### src/rtl/spi_pot_pkg.sv
package spi_pot_pkg;
  localparam int FRAME_BITS = 24;
  localparam logic [7:0] ID_BYTE  = 8'h50;
  localparam logic [3:0] OP_READ  = 4'b1011;
  localparam logic [3:0] OP_WRITE = 4'b1100;
  localparam logic [1:0] PTR_CODE = 2'b00;
  localparam logic [1:0] PTR_CTRL = 2'b10;

  typedef enum logic [1:0] {TGT_NONE, TGT_CODE, TGT_CTRL} tgt_e;

  typedef struct packed {
    logic is_read;
    logic is_write;
    tgt_e tgt;
  } cmd_t;

  function automatic cmd_t decode_instr(input logic [7:0] b);
    cmd_t c;
    tgt_e t;
    if (b[3:2] != 2'b00)         t = TGT_NONE;
    else if (b[1:0] == PTR_CODE) t = TGT_CODE;
    else if (b[1:0] == PTR_CTRL) t = TGT_CTRL;
    else                         t = TGT_NONE;
    c.tgt      = t;
    c.is_read  = (b[7:4] == OP_READ)  && (t != TGT_NONE);
    c.is_write = (b[7:4] == OP_WRITE) && (t != TGT_NONE);
    return c;
  endfunction
endpackage

### src/rtl/spi_pot_sync.sv
module spi_pot_sync #(
  parameter int N = 3,
  parameter int STAGES = 2,
  parameter logic [N-1:0] RST_VAL = '0
) (
  input  logic         clk,
  input  logic         rst,
  input  logic [N-1:0] d,
  output logic [N-1:0] q
);
  logic [N-1:0] chain [STAGES];

  always_ff @(posedge clk) begin
    if (rst) begin
      for (int s = 0; s < STAGES; s++) chain[s] <= RST_VAL;
    end else begin
      chain[0] <= d;
      for (int s = 1; s < STAGES; s++) chain[s] <= chain[s-1];
    end
  end

  assign q = chain[STAGES-1];
endmodule

### src/rtl/spi_pot_frame.sv
module spi_pot_frame
  import spi_pot_pkg::*;
#(
  parameter int CNT_W = $clog2(FRAME_BITS + 2)
) (
  input  logic             clk,
  input  logic             rst,
  input  logic             sck_s,
  input  logic             cs_n_s,
  input  logic             sdi_s,
  output logic             sck_fall,
  output logic [CNT_W-1:0] bit_cnt,
  output logic             rd_go,
  output tgt_e             cur_tgt,
  output logic             commit,
  output tgt_e             commit_tgt,
  output logic [7:0]       commit_data
);
  localparam logic [CNT_W-1:0] CNT_ID_LAST  = CNT_W'(7);
  localparam logic [CNT_W-1:0] CNT_INS_LAST = CNT_W'(15);
  localparam logic [CNT_W-1:0] CNT_DAT_LAST = CNT_W'(FRAME_BITS - 1);
  localparam logic [CNT_W-1:0] CNT_FULL     = CNT_W'(FRAME_BITS);
  localparam logic [CNT_W-1:0] CNT_OVER     = CNT_W'(FRAME_BITS + 1);

  logic       sck_d, cs_d;
  logic       sck_rise, cs_fall, cs_rise;
  logic       armed, id_ok;
  logic [7:0] shreg, next_byte;
  cmd_t       cmd_q;

  always_ff @(posedge clk) begin
    if (rst) begin
      sck_d <= 1'b0;
      cs_d  <= 1'b0;
    end else begin
      sck_d <= sck_s;
      cs_d  <= cs_n_s;
    end
  end

  assign sck_rise  = sck_s & ~sck_d;
  assign sck_fall  = ~sck_s & sck_d;
  assign cs_fall   = ~cs_n_s & cs_d;
  assign cs_rise   = cs_n_s & ~cs_d;
  assign next_byte = {shreg[6:0], sdi_s};

  always_ff @(posedge clk) begin
    if (rst) begin
      armed       <= 1'b0;
      bit_cnt     <= '0;
      shreg       <= '0;
      id_ok       <= 1'b0;
      cmd_q       <= '0;
      commit      <= 1'b0;
      commit_tgt  <= TGT_NONE;
      commit_data <= '0;
    end else begin
      commit <= 1'b0;
      if (cs_fall) begin
        armed   <= 1'b1;
        bit_cnt <= '0;
        id_ok   <= 1'b0;
        cmd_q   <= '0;
      end else if (cs_rise) begin
        if (armed && bit_cnt == CNT_FULL && id_ok && cmd_q.is_write) begin
          commit     <= 1'b1;
          commit_tgt <= cmd_q.tgt;
        end
      end else if (armed && !cs_n_s && sck_rise) begin
        shreg <= next_byte;
        if (bit_cnt != CNT_OVER) bit_cnt <= bit_cnt + 1'b1;
        if (bit_cnt == CNT_ID_LAST)  id_ok <= (next_byte == ID_BYTE);
        if (bit_cnt == CNT_INS_LAST) cmd_q <= decode_instr(next_byte);
        if (bit_cnt == CNT_DAT_LAST) commit_data <= next_byte;
      end
    end
  end

  assign rd_go   = id_ok & cmd_q.is_read;
  assign cur_tgt = cmd_q.tgt;

  // a commit only follows a frame of exactly the full bit count
  assert_commit_full_frame_R2: assert property (@(posedge clk) disable iff (rst)
    commit |-> $past(bit_cnt) == CNT_FULL);
  // the bit counter saturates one past the frame length
  assert_count_bounded_R8: assert property (@(posedge clk) disable iff (rst)
    bit_cnt <= CNT_OVER);
  // nothing is counted before chip select has fallen once
  assert_idle_until_armed_R9: assert property (@(posedge clk) disable iff (rst)
    !armed |-> bit_cnt == '0 && !commit);
endmodule

### src/rtl/spi_pot_regs.sv
module spi_pot_regs
  import spi_pot_pkg::*;
#(
  parameter int CODE_W = 7,
  parameter int RESET_CODE = 64
) (
  input  logic              clk,
  input  logic              rst,
  input  logic              commit,
  input  tgt_e              commit_tgt,
  input  logic [7:0]        commit_data,
  input  tgt_e              rd_tgt,
  input  logic              nv_busy,
  output logic [7:0]        rd_data,
  output logic [CODE_W-1:0] wiper_q,
  output logic              nv_wr_en,
  output logic [CODE_W-1:0] nv_wr_data
);
  localparam logic [CODE_W-1:0] RST_CODE = CODE_W'(RESET_CODE);
  localparam int PAD_W = 8 - CODE_W;

  logic [CODE_W-1:0] init_q;
  logic              vol_q, run_q;

  always_ff @(posedge clk) begin
    if (rst) begin
      wiper_q    <= RST_CODE;
      init_q     <= RST_CODE;
      vol_q      <= 1'b0;
      run_q      <= 1'b1;
      nv_wr_en   <= 1'b0;
      nv_wr_data <= RST_CODE;
    end else begin
      nv_wr_en <= 1'b0;
      if (commit) begin
        case (commit_tgt)
          TGT_CTRL: begin
            vol_q <= commit_data[7];
            run_q <= commit_data[6];
          end
          TGT_CODE: begin
            wiper_q <= commit_data[CODE_W-1:0];
            if (!vol_q) begin
              init_q     <= commit_data[CODE_W-1:0];
              nv_wr_en   <= 1'b1;
              nv_wr_data <= commit_data[CODE_W-1:0];
            end
          end
          default: ;
        endcase
      end
    end
  end

  always_comb begin
    case (rd_tgt)
      TGT_CTRL: rd_data = {vol_q, run_q, nv_busy, 5'b00000};
      TGT_CODE: rd_data = vol_q ? {{PAD_W{1'b0}}, wiper_q} : {{PAD_W{1'b0}}, init_q};
      default:  rd_data = 8'h00;
    endcase
  end

  // registers only move on a commit
  assert_quiet_without_commit_R7: assert property (@(posedge clk) disable iff (rst)
    !commit |=> $stable(wiper_q) && $stable(init_q) && $stable(vol_q) && $stable(run_q));
  // a store request carries the code the wiper now holds
  assert_store_matches_wiper_R4: assert property (@(posedge clk) disable iff (rst)
    nv_wr_en |-> wiper_q == nv_wr_data);
  // a store request never lasts more than one clock
  assert_store_single_pulse_R3: assert property (@(posedge clk) disable iff (rst)
    nv_wr_en |=> !nv_wr_en);
endmodule

### src/rtl/spi_pot_tx.sv
module spi_pot_tx #(
  parameter int CNT_W = 5,
  parameter int FRAME_BITS = 24
) (
  input  logic             clk,
  input  logic             rst,
  input  logic             cs_n_s,
  input  logic             sck_fall,
  input  logic [CNT_W-1:0] bit_cnt,
  input  logic             rd_go,
  input  logic [7:0]       rd_data,
  output logic             sdo,
  output logic             sdo_oe
);
  localparam logic [CNT_W-1:0] CNT_HDR  = CNT_W'(FRAME_BITS - 8);
  localparam logic [CNT_W-1:0] CNT_FULL = CNT_W'(FRAME_BITS);

  logic [7:0] sh;

  always_ff @(posedge clk) begin
    if (rst) begin
      sh     <= '0;
      sdo_oe <= 1'b0;
    end else if (cs_n_s) begin
      sdo_oe <= 1'b0;
    end else if (sck_fall) begin
      if (bit_cnt == CNT_HDR && rd_go) begin
        sh     <= rd_data;
        sdo_oe <= 1'b1;
      end else if (bit_cnt > CNT_FULL) begin
        sdo_oe <= 1'b0;
      end else if (sdo_oe && bit_cnt > CNT_HDR && bit_cnt < CNT_FULL) begin
        sh <= {sh[6:0], 1'b0};
      end
    end
  end

  assign sdo = sh[7];

  // a deselected slave releases the output on the next clock
  assert_released_when_deselected_R10: assert property (@(posedge clk) disable iff (rst)
    cs_n_s |=> !sdo_oe);
  // driving starts only once the header bytes are in
  assert_drive_after_header_R1: assert property (@(posedge clk) disable iff (rst)
    $rose(sdo_oe) |-> $past(bit_cnt) == CNT_HDR);
endmodule

### src/rtl/spi_pot_ctrl.sv
module spi_pot_ctrl
  import spi_pot_pkg::*;
#(
  parameter int CODE_W = 7,
  parameter int RESET_CODE = 64,
  parameter int SYNC_STAGES = 2
) (
  input  logic              clk,
  input  logic              rst,
  input  logic              spi_sck,
  input  logic              spi_cs_n,
  input  logic              spi_sdi,
  input  logic              nv_busy,
  output logic              spi_sdo,
  output logic              spi_sdo_oe,
  output logic              nv_wr_en,
  output logic [CODE_W-1:0] nv_wr_data,
  output logic [CODE_W-1:0] wiper_code
);
  localparam int CNT_W = $clog2(FRAME_BITS + 2);

  logic [2:0]       raw_in, sync_out;
  logic             sck_s, cs_n_s, sdi_s;
  logic             sck_fall, rd_go, commit;
  logic [CNT_W-1:0] bit_cnt;
  tgt_e             cur_tgt, commit_tgt;
  logic [7:0]       commit_data, rd_data;

  assign raw_in = {spi_sck, spi_cs_n, spi_sdi};

  spi_pot_sync #(.N(3), .STAGES(SYNC_STAGES), .RST_VAL(3'b000)) sync_i (
    .clk(clk), .rst(rst), .d(raw_in), .q(sync_out)
  );

  assign {sck_s, cs_n_s, sdi_s} = sync_out;

  spi_pot_frame #(.CNT_W(CNT_W)) frame_i (
    .clk(clk), .rst(rst), .sck_s(sck_s), .cs_n_s(cs_n_s), .sdi_s(sdi_s),
    .sck_fall(sck_fall), .bit_cnt(bit_cnt), .rd_go(rd_go), .cur_tgt(cur_tgt),
    .commit(commit), .commit_tgt(commit_tgt), .commit_data(commit_data)
  );

  spi_pot_regs #(.CODE_W(CODE_W), .RESET_CODE(RESET_CODE)) regs_i (
    .clk(clk), .rst(rst), .commit(commit), .commit_tgt(commit_tgt),
    .commit_data(commit_data), .rd_tgt(cur_tgt), .nv_busy(nv_busy),
    .rd_data(rd_data), .wiper_q(wiper_code), .nv_wr_en(nv_wr_en),
    .nv_wr_data(nv_wr_data)
  );

  spi_pot_tx #(.CNT_W(CNT_W), .FRAME_BITS(FRAME_BITS)) tx_i (
    .clk(clk), .rst(rst), .cs_n_s(cs_n_s), .sck_fall(sck_fall),
    .bit_cnt(bit_cnt), .rd_go(rd_go), .rd_data(rd_data),
    .sdo(spi_sdo), .sdo_oe(spi_sdo_oe)
  );
endmodule

### config.mk
export PLATFORM = sky130hd
export DESIGN_NAME = spi_pot_ctrl
export DESIGN_NICKNAME = d
export VERILOG_FILES = /design/src/rtl/spi_pot_pkg.sv /design/src/rtl/spi_pot_sync.sv /design/src/rtl/spi_pot_frame.sv /design/src/rtl/spi_pot_regs.sv /design/src/rtl/spi_pot_tx.sv /design/src/rtl/spi_pot_ctrl.sv
export SDC_FILE = /design/constraint.sdc
export NUM_CORES = 1
export LEC_CHECK = 0
export ABC_AREA = 1
export ABC_CLOCK_PERIOD_IN_PS = 1550
export BUFFER_PORTS_ARGS = -buffer_cell sky130_fd_sc_hd__buf_2
export CORE_MARGIN = 8
export CORE_UTILIZATION = 50
export DETAILED_ROUTE_END_ITERATION = 10
export PLACE_DENSITY = 0.76
export SYNTH_ARGS = -nofsm -noshare
export SYNTH_HDL_FRONTEND = slang
export SYNTH_SLANG_ARGS = --single-unit
### constraint.sdc
create_clock -name clk -period 1.55 [get_ports clk]
set_clock_uncertainty 0.05 [all_clocks]
set_input_delay 0.2325 -clock clk [delete_from_list [all_inputs] [get_ports clk]]
set_output_delay 0.2325 -clock clk [all_outputs]
set_load 0.01 [all_outputs]
==> results.json <==
{
  "ant_nets": 0,
  "die-width_um": 91.12,
  "syn_inst": 391,
  "maxSlewViolCount": 0,
  "p_leak_nw": 1.592,
  "use_met1": 0.1856,
  "dpl.cell_count": 492,
  "seq_area_sq_um": 1271,
  "antenna_cells": 0,
  "cp_slowest_cell": "dfxtp_4",
  "cts_tree": "yes",
  "synth_ff_type": "dfxtp_1",
  "status": "completed",
  "final_layout_size_suffix_gt1_frac": 0.2225,
  "hold_depth": 3,
  "drcViolationCount": 0,
  "synth_seq_cells": 63,
  "grt_use_met3": 0.04527,
  "fp.dieArea_sq_um": 8303,
  "grt_first_pass_wirelength_mm": 10.17,
  "wire_per_inst_um": 11.95,
  "grtUsageTotal": 0.1491,
  "ios": 23,
  "cts_buffers": 9,
  "dp.final_hpwl_mm": 4.373,
  "grt_max_degree": 18,
  "crit_chain": "ha_4 > nand2_2 > nor2_2 > ha_2 > nand2_2 > nor2_4 > inv_4 > o21ai_4 > a21oi_2",
  "syn_avg_cell_area_sq_um": 7.216,
  "place_area_sq_um": 3088,
  "fmax_mhz": 672.5,
  "crit_type": "register to register",
  "crit_fanout": 5,
  "final_area_sq_um": 3390,
  "grt_pass1_vias": 2296,
  "avgViaCountPerCell": 4.931,
  "clock_latency_ns": 0.34,
  "syn_to_final_growth_pct": 20.13,
  "syn_area_sq_um": 2821,
  "synth_fp_nets": 405,
  "slowest_delay_ns": 0.37,
  "ys_warn_count": 0,
  "synth_edf_count": 0,
  "instances_no_fill": 508,
  "gp_congestion": 0.8456,
  "io_buffer_count": 22,
  "drt_iter0_drc": 234,
  "slew_headroom": 0.7878,
  "period_share": 0.9593,
  "crit_arrival_ns": 1.66,
  "start_util": 0.5155,
  "cts_buffer_depth": 2,
  "cts-root-buf": "clkbuf_8",
  "final_common_cell": "nand2_1",
  "ff2ff_path_depth": 9,
  "r2r_slack_ns": 0.06,
  "fin_util": 0.6193,
  "fill_cells": 514,
  "groute.layer.met2.usage": 0.2352,
  "cts_max_level": 3,
  "cts.clk_slew.worst_paths_ns": 0.07,
  "setup_violations": 0,
  "core_sq_um": 5473,
  "startpoint_type": "register",
  "antenna_found_initial": 0,
  "ir_drop_mv": 0.4921,
  "grt-busiest-layer": "met2",
  "rows": 27,
  "fp.dieH_um": 91.12,
  "cap_viol_max_count": 0,
  "first_pass_iters": 4,
  "hold_viol_final": 0,
  "cts.sinks": 63,
  "final_nets": 447,
  "totalWireLength_mm": 6.069,
  "most-common-layout-cells": "77 x nand2_1, 72 x nor2_1, 59 x dfxtp_1",
  "fin_crit_ns": 1.487,
  "multi_input_area_sq_um": 1394,
  "dr_total_vias": 2505,
  "grt.overflow.total": 0,
  "cp.required_ns": 1.72,
  "cp_common_cell": "nand2_2",
  "yosys.cell_types.count": 28,
  "seq_area_frac_synth": 0.4470,
  "grt_setup_unrepaired": "true",
  "cp-end-kind": "register",
  "synth_async_sr_flop_share": 0,
  "min_path_type": "input pin to register",
  "worstMarginPinSlew_ns": 0.3150,
  "p_total_mw": 3.089,
  "p_per_area_nw_per_um2": 911.3
}
## sequential cells by signal (all words and copies together) (netlist names), 2 cells and up
| name | flops |
|---|---|
| frame_i.commit_data | 8 |
| tx_i.sh | 8 |
| frame_i.shreg | 7 |
| regs_i.nv_wr_data | 7 |
| regs_i.wiper_q | 7 |
| sync_i.chain | 6 |
| frame_i.bit_cnt | 5 |
| frame_i.cmd_q | 2 |
| frame_i.commit_tgt | 2 |
| frame_i.cur_tgt | 2 |
## routing by layer
layer | vias up | part of all wire
li1 | 1307 | -
met1 | 1160 | 0.48
met2 | 26 | 0.47
met3 | 12 | 0.028
met4 | 0 | 0.021
met5 | - | 0
## synthesized netlist by cell type, drive strengths merged, types with 3 or more instances
cell type,instances,area (sq um)
a21oi,20,100.1
buf,6,42.54
clkbuf,3,11.26
dfxtp,63,1261
ha,8,100.1
inv,53,198.9
nand2,89,364.1
nand3,20,105.1
nand4,4,25.02
nor2,80,341.6
nor3,3,20.02
o21ai,33,165.2
## where the power goes
part           internal (mW)  switching (mW)
clock network          0.762           0.600
registers               1.63         0.00675
logic                 0.0340          0.0595
total                   2.42           0.666
## layout make-up
class                           instances  share of cell area
Clock buffer                           10             0.04061
Clock inverter                          4             0.01403
Inverter                               53             0.06017
Multi-Input combinational cell        266              0.4112
Sequential cell                        63              0.3750
Tap cell                               72             0.02658
Timing Repair Buffer                   40             0.07235
## per-stage QoR
stage          TNS (ns)  hold slack, ns  setup slack, ns
2_1_floorplan         0          0.2516          0.04773
3_3_place_gp          0          0.3397          0.04332
3_5_place_dp    -0.1182          0.3477         -0.07841
4_1_cts               0         0.04020          0.01069
5_1_grt        -0.07047         0.04125         -0.02647
6_report              0         0.04592          0.06302
## cell families after synthesis
kind of cell | share of synthesized area
AND/OR/NAND/NOR | 0.3104
buffers and inverters | 0.08958
flip-flops | 0.4470
adder cells (fa/ha/maj) | 0.03548
AO/OA/AOI/OAI | 0.1113
XOR/XNOR | 0.006210
## worst max-delay path: cells and delay by family (launching register included)
kind / cells / cell delay, ns
adder cells (fa/ha/maj): 2 / 0.32
flip-flops: 1 / 0.37
AND/OR/NAND/NOR: 4 / 0.37
buffers and inverters: 1 / 0.07
AO/OA/AOI/OAI: 2 / 0.19
## path summary, 6_finish.rpt
kind                                                         to                             from
worst max-delay path            frame_i.cur_tgt[0]$_SDFFE_PP0P_  frame_i.bit_cnt[1]$_SDFFE_PP0P_
worst min-delay path              sync_i.chain[0][0]$_SDFF_PP0_                          spi_sdi
worst max register to register  frame_i.cur_tgt[0]$_SDFFE_PP0P_  frame_i.bit_cnt[1]$_SDFFE_PP0P_
worst min register to register    sync_i.chain[0][4]$_SDFF_PP0_    sync_i.chain[0][1]$_SDFF_PP0_
## repair_timing
item                                    4_1_cts  5_1_grt
gates resized for setup                       4       31
endpoints found under the setup margin        4       23
hold buffers                                  0        0
buffers inserted                              0        2
pin swaps                                     0        9
Note: power is estimated with default switching activity, not from simulation.
